<file path="src/rtl/uart_regbank_pkg.sv">
package uart_regbank_pkg;
  localparam int NUM_REGS = 5;
  localparam int OFF_STATUS  = 0;
  localparam int OFF_CONTROL = 1;
  localparam int OFF_CONFIG  = 2;
  localparam int OFF_DIVISOR = 3;
  localparam int OFF_DATA    = 4;

  typedef struct packed {
    logic       trig_en;
    logic       stop_two;
    logic [1:0] parity_mode;
  } frame_cfg_t;

  // status byte: bit0 ready, bit1 parity error, bit2 empty
  function automatic logic [7:0] status_byte(input logic ready,
                                             input logic perr,
                                             input logic empty);
    status_byte = {5'b0, empty, perr, ready};
  endfunction

  function automatic logic [15:0] div_join(input logic [7:0] hi,
                                           input logic [7:0] lo);
    div_join = {hi, lo};
  endfunction
endpackage

</file>
<file path="src/rtl/uart_regbank_decode.sv">
module uart_regbank_decode
  import uart_regbank_pkg::*;
#(
  parameter int ADDR_W = 3
) (
  input  logic [ADDR_W-1:0]   addr_i,
  output logic [NUM_REGS-1:0] hit_o
);
  for (genvar g = 0; g < NUM_REGS; g++) begin : g_hit
    assign hit_o[g] = (addr_i == ADDR_W'(g));
  end
endmodule

</file>
<file path="src/rtl/uart_regbank_divisor.sv">
module uart_regbank_divisor #(
  parameter int          BYTE_W    = 8,
  parameter logic [15:0] DIV_RESET = 16'd10415,
  localparam int         DIV_W     = 2 * BYTE_W
) (
  input  logic              clk,
  input  logic              rst_n,
  input  logic              load_i,
  input  logic [BYTE_W-1:0] byte_i,
  output logic [DIV_W-1:0]  divisor_o,
  output logic              phase_o
);
  logic [BYTE_W-1:0] hi_q;
  logic              phase_q;

  always_ff @(posedge clk or negedge rst_n) begin
    if (!rst_n) begin
      hi_q      <= '0;
      phase_q   <= 1'b0;
      divisor_o <= DIV_W'(DIV_RESET);
    end else if (load_i) begin
      if (!phase_q) begin
        hi_q    <= byte_i;
        phase_q <= 1'b1;
      end else begin
        divisor_o <= {hi_q, byte_i};
        phase_q   <= 1'b0;
      end
    end
  end

  assign phase_o = phase_q;
endmodule

</file>
<file path="src/rtl/uart_regbank_status.sv">
module uart_regbank_status (
  input  logic clk,
  input  logic rst_n,
  input  logic set_i,
  input  logic wr_i,
  input  logic keep_bit_i,
  output logic flag_o
);
  always_ff @(posedge clk or negedge rst_n) begin
    if (!rst_n)                  flag_o <= 1'b0;
    else if (set_i)              flag_o <= 1'b1;
    else if (wr_i && !keep_bit_i) flag_o <= 1'b0;
  end
endmodule

</file>
<file path="src/rtl/uart_regbank.sv">
module uart_regbank
  import uart_regbank_pkg::*;
#(
  parameter int          ADDR_W    = 3,
  parameter int          BYTE_W    = 8,
  parameter logic [15:0] DIV_RESET = 16'd10415,
  localparam int         DIV_W     = 2 * BYTE_W
) (
  input  logic              clk,
  input  logic              rst_n,
  input  logic [ADDR_W-1:0] addr_i,
  input  logic              wr_en_i,
  input  logic              rd_en_i,
  input  logic [BYTE_W-1:0] wdata_i,
  output logic [BYTE_W-1:0] rdata_o,
  input  logic              tx_ready_i,
  input  logic              fifo_empty_i,
  input  logic [BYTE_W-1:0] fifo_rdata_i,
  input  logic              perr_set_i,
  output logic              flush_o,
  output logic              tx_write_o,
  output logic [BYTE_W-1:0] tx_data_o,
  output logic              fifo_pop_o,
  output logic [1:0]        parity_mode_o,
  output logic              stop_two_o,
  output logic              trig_en_o,
  output logic [DIV_W-1:0]  divisor_o
);
  logic [NUM_REGS-1:0] hit;
  logic [NUM_REGS-1:0] wr_hit;
  logic                div_phase;
  logic                perr_flag;
  logic                rd_data_hit;
  frame_cfg_t          cfg_q;
  logic [BYTE_W-1:0]   rd_next;

  uart_regbank_decode #(.ADDR_W(ADDR_W)) u_dec (
    .addr_i (addr_i),
    .hit_o  (hit)
  );

  assign wr_hit      = wr_en_i ? hit : '0;
  assign rd_data_hit = rd_en_i && hit[OFF_DATA];

  uart_regbank_divisor #(.BYTE_W(BYTE_W), .DIV_RESET(DIV_RESET)) u_div (
    .clk       (clk),
    .rst_n     (rst_n),
    .load_i    (wr_hit[OFF_DIVISOR]),
    .byte_i    (wdata_i),
    .divisor_o (divisor_o),
    .phase_o   (div_phase)
  );

  uart_regbank_status u_perr (
    .clk        (clk),
    .rst_n      (rst_n),
    .set_i      (perr_set_i),
    .wr_i       (wr_hit[OFF_STATUS]),
    .keep_bit_i (wdata_i[1]),
    .flag_o     (perr_flag)
  );

  always_ff @(posedge clk or negedge rst_n) begin
    if (!rst_n)                   cfg_q <= '0;
    else if (wr_hit[OFF_CONFIG])  cfg_q <= frame_cfg_t'(wdata_i[3:0]);
  end

  assign parity_mode_o = cfg_q.parity_mode;
  assign stop_two_o    = cfg_q.stop_two;
  assign trig_en_o     = cfg_q.trig_en;

  assign flush_o    = wr_hit[OFF_CONTROL] && wdata_i[0];
  assign tx_write_o = wr_hit[OFF_DATA];
  assign tx_data_o  = wdata_i;
  assign fifo_pop_o = rd_data_hit && !fifo_empty_i;

  always_comb begin
    rd_next = '0;
    if (hit[OFF_STATUS])
      rd_next = BYTE_W'(status_byte(tx_ready_i, perr_flag, fifo_empty_i));
    else if (hit[OFF_DATA] && !fifo_empty_i)
      rd_next = fifo_rdata_i;
  end

  always_ff @(posedge clk or negedge rst_n) begin
    if (!rst_n)       rdata_o <= '0;
    else if (rd_en_i) rdata_o <= rd_next;
  end
endmodule

</file>
<file path="config.mk">
export PLATFORM = sky130hd
export DESIGN_NAME = uart_regbank
export DESIGN_NICKNAME = d
export VERILOG_FILES = /design/src/rtl/uart_regbank_pkg.sv /design/src/rtl/uart_regbank_decode.sv /design/src/rtl/uart_regbank_divisor.sv /design/src/rtl/uart_regbank_status.sv /design/src/rtl/uart_regbank.sv
export SDC_FILE = /design/constraint.sdc
export NUM_CORES = 1
export LEC_CHECK = 0
export ABC_AREA = 1
export BUFFER_PORTS_ARGS = -buffer_cell sky130_fd_sc_hd__buf_2
export CAP_MARGIN = 0
export CELL_PAD_IN_SITES_DETAIL_PLACEMENT = 0
export CELL_PAD_IN_SITES_GLOBAL_PLACEMENT = 1
export CORE_MARGIN = 1
export CORE_UTILIZATION = 34
export CTS_BUF_LIST = sky130_fd_sc_hd__clkbuf_8
export DETAILED_ROUTE_END_ITERATION = 12
export PLACE_DENSITY = 0.77
export SYNTH_ARGS = -nofsm -noshare
export SYNTH_HDL_FRONTEND = slang
export SYNTH_SLANG_ARGS = --single-unit
</file>
<file path="constraint.sdc">
create_clock -name clk -period 0.95 [get_ports clk]
set_input_delay 0.095 -clock clk [delete_from_list [all_inputs] [get_ports clk]]
set_output_delay 0.095 -clock clk [all_outputs]
set_load 0.01 [all_outputs]
</file>
==> impl_metrics.toml, run 1 <==
[outcome]
status = "finished with violations"
failed_checks = "negative setup slack"

[power]
ir_worst_vdd_mv = 0.856
power.total_mw = 4.67
p_leak_nw = 1.30
p_per_area_mw_per_mm2 = 1850

[sta]
slew_violations = 0
fmax_ghz = 0.972
hold_ws_ns = 0.0116
rsz0062_at_grt = "yes"
finalWorstSetupSlack_ns = -0.0783
tightest_slew_ns = 0.262
fin_crit_sh_pct = 108
setup_viol = 20
clock_skew_ns = 0.00997
tns_ns = -0.747
min_period_ns = 1.03
hold_viol = 0
maxSlewHeadroom_pct = 82.5

[placed_design]
place_ws_ns = -0.0933
dp_hpwl_um = 2540
portBuffers = 64
place.gp.congestion = 0.742
placed_cells = 309
dpl-instance-area_mm2 = 0.00219

[clock_tree]
cts_made_buffers = 5
root_buffer = "clkbuf_8"
cts_buffer_depth = 2
clkTransAtPathRegs_ns = 0.08
cts_tree = "built"
htreeDepth = 2
clock_latency_ns = 0.28
cts_sinks = 38

[floorplanning]
core_area_mm2 = 0.00485
die_h_um = 73.9
num_io_pins = 65
die-area_mm2 = 0.00545
initial_utilization_pct = 36.2
core.rowCount = 25
die_width_um = 73.9

[routing]
drt-vias-per-instance = 4.35
detailedRoute.firstPassIterationCount = 4
wl_um = 3730
ant_nets = 0
vias = 1424
wl_per_cell_um = 11.4
drcViolationCount = 0
initialDrtViolationCount = 87

[final_layout]
fin_area_mm2 = 0.00252
drive_gt1_share_pct = 55.0
num_antenna_cells = 0
multi_input_area_um2 = 703
regArea_um2 = 962
finalNetCount = 285
post-route-util_pct = 51.9
fillers = 461
final_cell_count_no_fill = 327
syn_to_final_growth_pct = 43.5

[logic_synthesis]
yosysWarnings = 0
avgSynthCellArea_um2 = 9.81
yosys_register_bits = 38
yosysTopAreaCellShare_pct = 42.8
synth_top_area_cell = "dfrtp_1"
syn_inst = 179
syn_area_mm2 = 0.00176
ys_seq_area_share_pct = 54.7
yosys.cell_types.count = 21
yosys-top-cells-area = "dfrtp_1 43%, dfstp_2 12%, o21ai_2 12%"
synth_nets = 205

[worst_setup_path]
endpoint_kind = "output pin"
crit_slowest_cell = "dfstp_2"
critPathKind = "register to output pin"
start_kind = "register"
crit_fanout = 2
critPathArrivalTime_ns = 0.93
cpPeakStageDelay_ns = 0.55
path_delay_family = "flip-flops"
required_ns = 0.85
path_buf_inv = 1
path_cells = "buf_6"

[global_route]
grt_overflow = 0
first_global_vias = 1331
track_usage_pct = 14.5
grt_pass1_wl_um = 5930
grt_max_degree = 39
antenna_found_initial = 0

[hold_path]
hold_path.class = "input port to register"

[run]
cap_viol_max_count = 0
==> layout make-up <==
type | instances | share of cell area [%]
clock buffer | 5 | 2.73
clock inverter | 3 | 0.447
sequential | 38 | 38.2
timing repair buffer | 83 | 23.7
inverter | 24 | 3.68
tap | 67 | 3.33
multi-input combinational | 107 | 27.9
==> kinds of logic (layout without fill, tap and decap cells) <==
family,count (synthesis),after routing,synth area share (%)
flip-flops,38,38,54.7
AND/OR/NAND/NOR,73,75,19.7
buffers and inverters,36,115,11.1
AO/OA/AOI/OAI,32,32,14.4
==> final timing paths <==
path,start,to,slack (ns),cells after the start
min in group asynchronous,rst_n,u_div.divisor_o[15]$_DFFE_PN0P_,0.30,3
min reg2reg,rdata_o[4]$_DFFE_PN0P_,rdata_o[4]$_DFFE_PN0P_,0.48,2
max reg2reg,u_div.phase_o$_DFFE_PN0N_,u_div.divisor_o[4]$_DFFE_PN0P_,-0.03,4
max,u_div.divisor_o[11]$_DFFE_PN1P_,divisor_o[11],-0.08,1
max in group asynchronous,rst_n,u_div.divisor_o[2]$_DFFE_PN1P_,0.37,3
min,fifo_rdata_i[5],rdata_o[5]$_DFFE_PN0P_,0.01,3
==> routing by layer <==
layer / GRT usage (%) / wire length (um) / up-vias
li1: - / - / 715
met1: 19.5 / 1680 / 671
met2: 22.5 / 1870 / 36
met3: 3.98 / 149 / 2
met4: 5.13 / 34 / 0
met5: 0 / 0 / -
==> cells in the mapped netlist, drive strengths merged <==
master	number
nor3	1
nor4	1
dfrtp	30
nand2	60
nand4	1
nor2	5
dfstp	8
buf	12
clkinv	1
o21ai	31
a21o	1
inv	23
nand3	5
==> repair_timing <==
item	in CTS	in global routing
buffers inserted	2	1
hold buffers	4	0
gates cloned	3	0
pin swaps	1	5
endpoints found under the setup margin	19	36
resized for setup	20	13
endpoints found under the hold margin	33	0
==> cells in the final DEF, fill, tap and decap left out, types with 4 or more instances in the layout <==
cell type	netlist	routed
nand3_4	2	4
o21ai_2	24	24
nand2_1	55	44
buf_6	4	9
dfrtp_1	30	29
buf_12	0	4
buf_4	8	9
nand2_4	0	7
dlygate4sd3_1	0	4
o21ai_0	6	6
nand2_2	5	9
dfstp_2	8	8
clkbuf_8	0	5
buf_2	0	56
inv_1	23	25
==> report_power, final <==
group          switching (mW)  internal (mW)
Clock                   0.513          0.489
Sequential              0.249           2.02
Combinational           0.659          0.734
==> state kept, by name, indices dropped and copies added, names as in the netlist <==
signal           flops
u_div.divisor_o     16
rdata_o              8
u_div.hi_q           8
parity_mode_o        2
stop_two_o           1
trig_en_o            1
u_div.phase_o        1
u_perr.flag_o        1
No activity file was read; power rests on OpenSTA's default activity.
==> run 2, diff against run 1 <==
--- a/config.mk
+++ b/config.mk
@@ -10,11 +10,13 @@
 export CAP_MARGIN = 0
 export CELL_PAD_IN_SITES_DETAIL_PLACEMENT = 0
 export CELL_PAD_IN_SITES_GLOBAL_PLACEMENT = 1
+export CORE_ASPECT_RATIO = 1.4
 export CORE_MARGIN = 1
 export CORE_UTILIZATION = 34
 export CTS_BUF_LIST = sky130_fd_sc_hd__clkbuf_8
 export DETAILED_ROUTE_END_ITERATION = 12
-export PLACE_DENSITY = 0.77
+export PLACE_DENSITY_LB_ADDON = 0.1
+export SKIP_LAST_GASP = 1
 export SYNTH_ARGS = -nofsm -noshare
 export SYNTH_HDL_FRONTEND = slang
 export SYNTH_SLANG_ARGS = --single-unit
==> impl_metrics.toml, run 2 (same netlist as run 1, synthesis figures left out) <==
[worst_setup_path]
required_ns = 0.85
critPathKind = "register to output pin"
critPathArrivalTime_ns = 0.94
endpoint_kind = "output pin"
crit_slowest_cell = "dfstp_2"
path_cells = "buf_6"
start_kind = "register"
path_buf_inv = 1
cpPeakStageDelay_ns = 0.56
crit_fanout = 2
path_delay_family = "flip-flops"

[floorplanning]
core_area_mm2 = 0.00492
die_h_um = 87.0
num_io_pins = 65
die_width_um = 62.7
die-area_mm2 = 0.00546
core.rowCount = 30
initial_utilization_pct = 35.7

[outcome]
failed_checks = "negative setup slack"
status = "finished with violations"

[sta]
tns_ns = -0.941
clock_skew_ns = 0.00158
tightest_slew_ns = 0.316
finalWorstSetupSlack_ns = -0.0868
setup_viol = 23
fin_crit_sh_pct = 109
min_period_ns = 1.04
fmax_ghz = 0.965
maxSlewHeadroom_pct = 79.0
hold_viol = 0
slew_violations = 0
rsz0062_at_grt = "yes"

[power]
comb_power_share_pct = 29.1
p_clk_share_pct = 26.0
ir_worst_vdd_mv = 0.759
power.total_mw = 5.04
p_sw_share_pct = 28.9
p_switching_mw = 1.45
p_per_area_mw_per_mm2 = 1900
intPower_mw = 3.58
pwr-share-seq_pct = 44.9
p_leak_nw = 1.37

[routing]
ant_nets = 0
drcViolationCount = 0
vias = 1463
drt-vias-per-instance = 4.34
initialDrtViolationCount = 36
wl_per_cell_um = 11.6
detailedRoute.firstPassIterationCount = 4
wl_um = 3910

[clock_tree]
cts_sinks = 38
clock_latency_ns = 0.28
root_buffer = "clkbuf_8"
cts_buffer_depth = 2
clkTransAtPathRegs_ns = 0.07
cts_made_buffers = 5
htreeDepth = 2
cts_tree = "built"

[placed_design]
place_ws_ns = -0.0774
portBuffers = 64
dp_hpwl_um = 2620
place.gp.congestion = 0.699

[global_route]
track_usage_pct = 15.3
grt_pass1_wl_um = 6380
first_global_vias = 1366
grt_overflow = 0
grt_max_degree = 25
antenna_found_initial = 0

[final_layout]
post-route-util_pct = 54.0
fillers = 471
num_antenna_cells = 0
reg_top3 = "u_div.divisor_o: 16 flops, rdata_o: 8 flops, u_div.hi_q: 8 flops"
final_cell_mix = "56 x buf_2, 42 x nand2_1, 29 x dfrtp_1"
syn_to_final_growth_pct = 51.2
layout_commonest_cell = "buf_2"
finalNetCount = 298
largest_reg_flops = 16
drive_gt1_share_pct = 57.1
top_register = "u_div.divisor_o"

[hold_path]
hold_path.class = "input port to register"

[run]
cap_viol_max_count = 0
==> run 2: power groups by stage <==
stage	clock, mW	combinational, mW	sequential [mW]
2_1_floorplan	0	0.534	2.34
5_1_grt	1.44	1.62	2.31
3_5_place_dp	0	1.11	2.22
6_report	1.31	1.47	2.26
3_3_place_gp	0	1.10	2.21
4_1_cts	1.38	1.31	2.23
==> run 2: what timing repair did <==
action / 4_1_cts / 5_1_grt
pin swaps: 2 / 1
gates resized for setup: 12 / 24
hold buffers: 8 / 0
setup endpoints to repair: 17 / 40
gates cloned: 2 / 3
setup buffers: 2 / 5
hold endpoints to repair: 38 / 0
==> run 2: area by class of cell <==
type / count / area [um^2] / area share [%]
clock buffers: 5 / 68.8 / 2.59
inverters: 24 / 92.6 / 3.49
flip-flops and latches: 38 / 962 / 36.3
repair buffers: 96 / 702 / 26.4
well taps: 64 / 80.1 / 3.02
multi-input cells: 107 / 711 / 26.8
clock inverters: 3 / 37.5 / 1.41
==> run 2: routing by layer <==
metal | GRT usage [%] | vias to the layer above | routed length [um]
met2 | 26.3 | 46 | 2020
li1 | - | 740 | -
met1 | 18.6 | 672 | 1670
met3 | 3.66 | 5 | 165
met5 | 0 | - | 0
met4 | 5.71 | 0 | 58
==> run 2: through the flow <==
step	hold slack, ns	instance area (um^2)	cells
5_1_grt	0.0228	2650	337
3_3_place_gp	-0.00133	2180	309
3_5_place_dp	0.00410	2180	309
2_1_floorplan	-0.201	1760	179
6_report	0.00860	2650	337
4_1_cts	0.00153	2470	329
==> run 2: path summary, 6_finish.rpt <==
check                                                 endpoint  cells past startpoint                      startpoint  slack (ns)
worst min register to register  u_div.divisor_o[5]$_DFFE_PN1P_                      2  u_div.divisor_o[5]$_DFFE_PN1P_        0.48
min in group asynchronous            u_div.hi_q[4]$_DFFE_PN0P_                      2                           rst_n        0.23
worst max-delay path                              divisor_o[1]                      1  u_div.divisor_o[1]$_DFFE_PN1P_       -0.09
max in group asynchronous       u_div.divisor_o[1]$_DFFE_PN1P_                      3                           rst_n        0.23
worst max register to register  u_div.divisor_o[4]$_DFFE_PN0P_                      4       u_div.phase_o$_DFFE_PN0N_       -0.04
worst min-delay path                    rdata_o[4]$_DFFE_PN0P_                      3                 fifo_rdata_i[4]       0.009
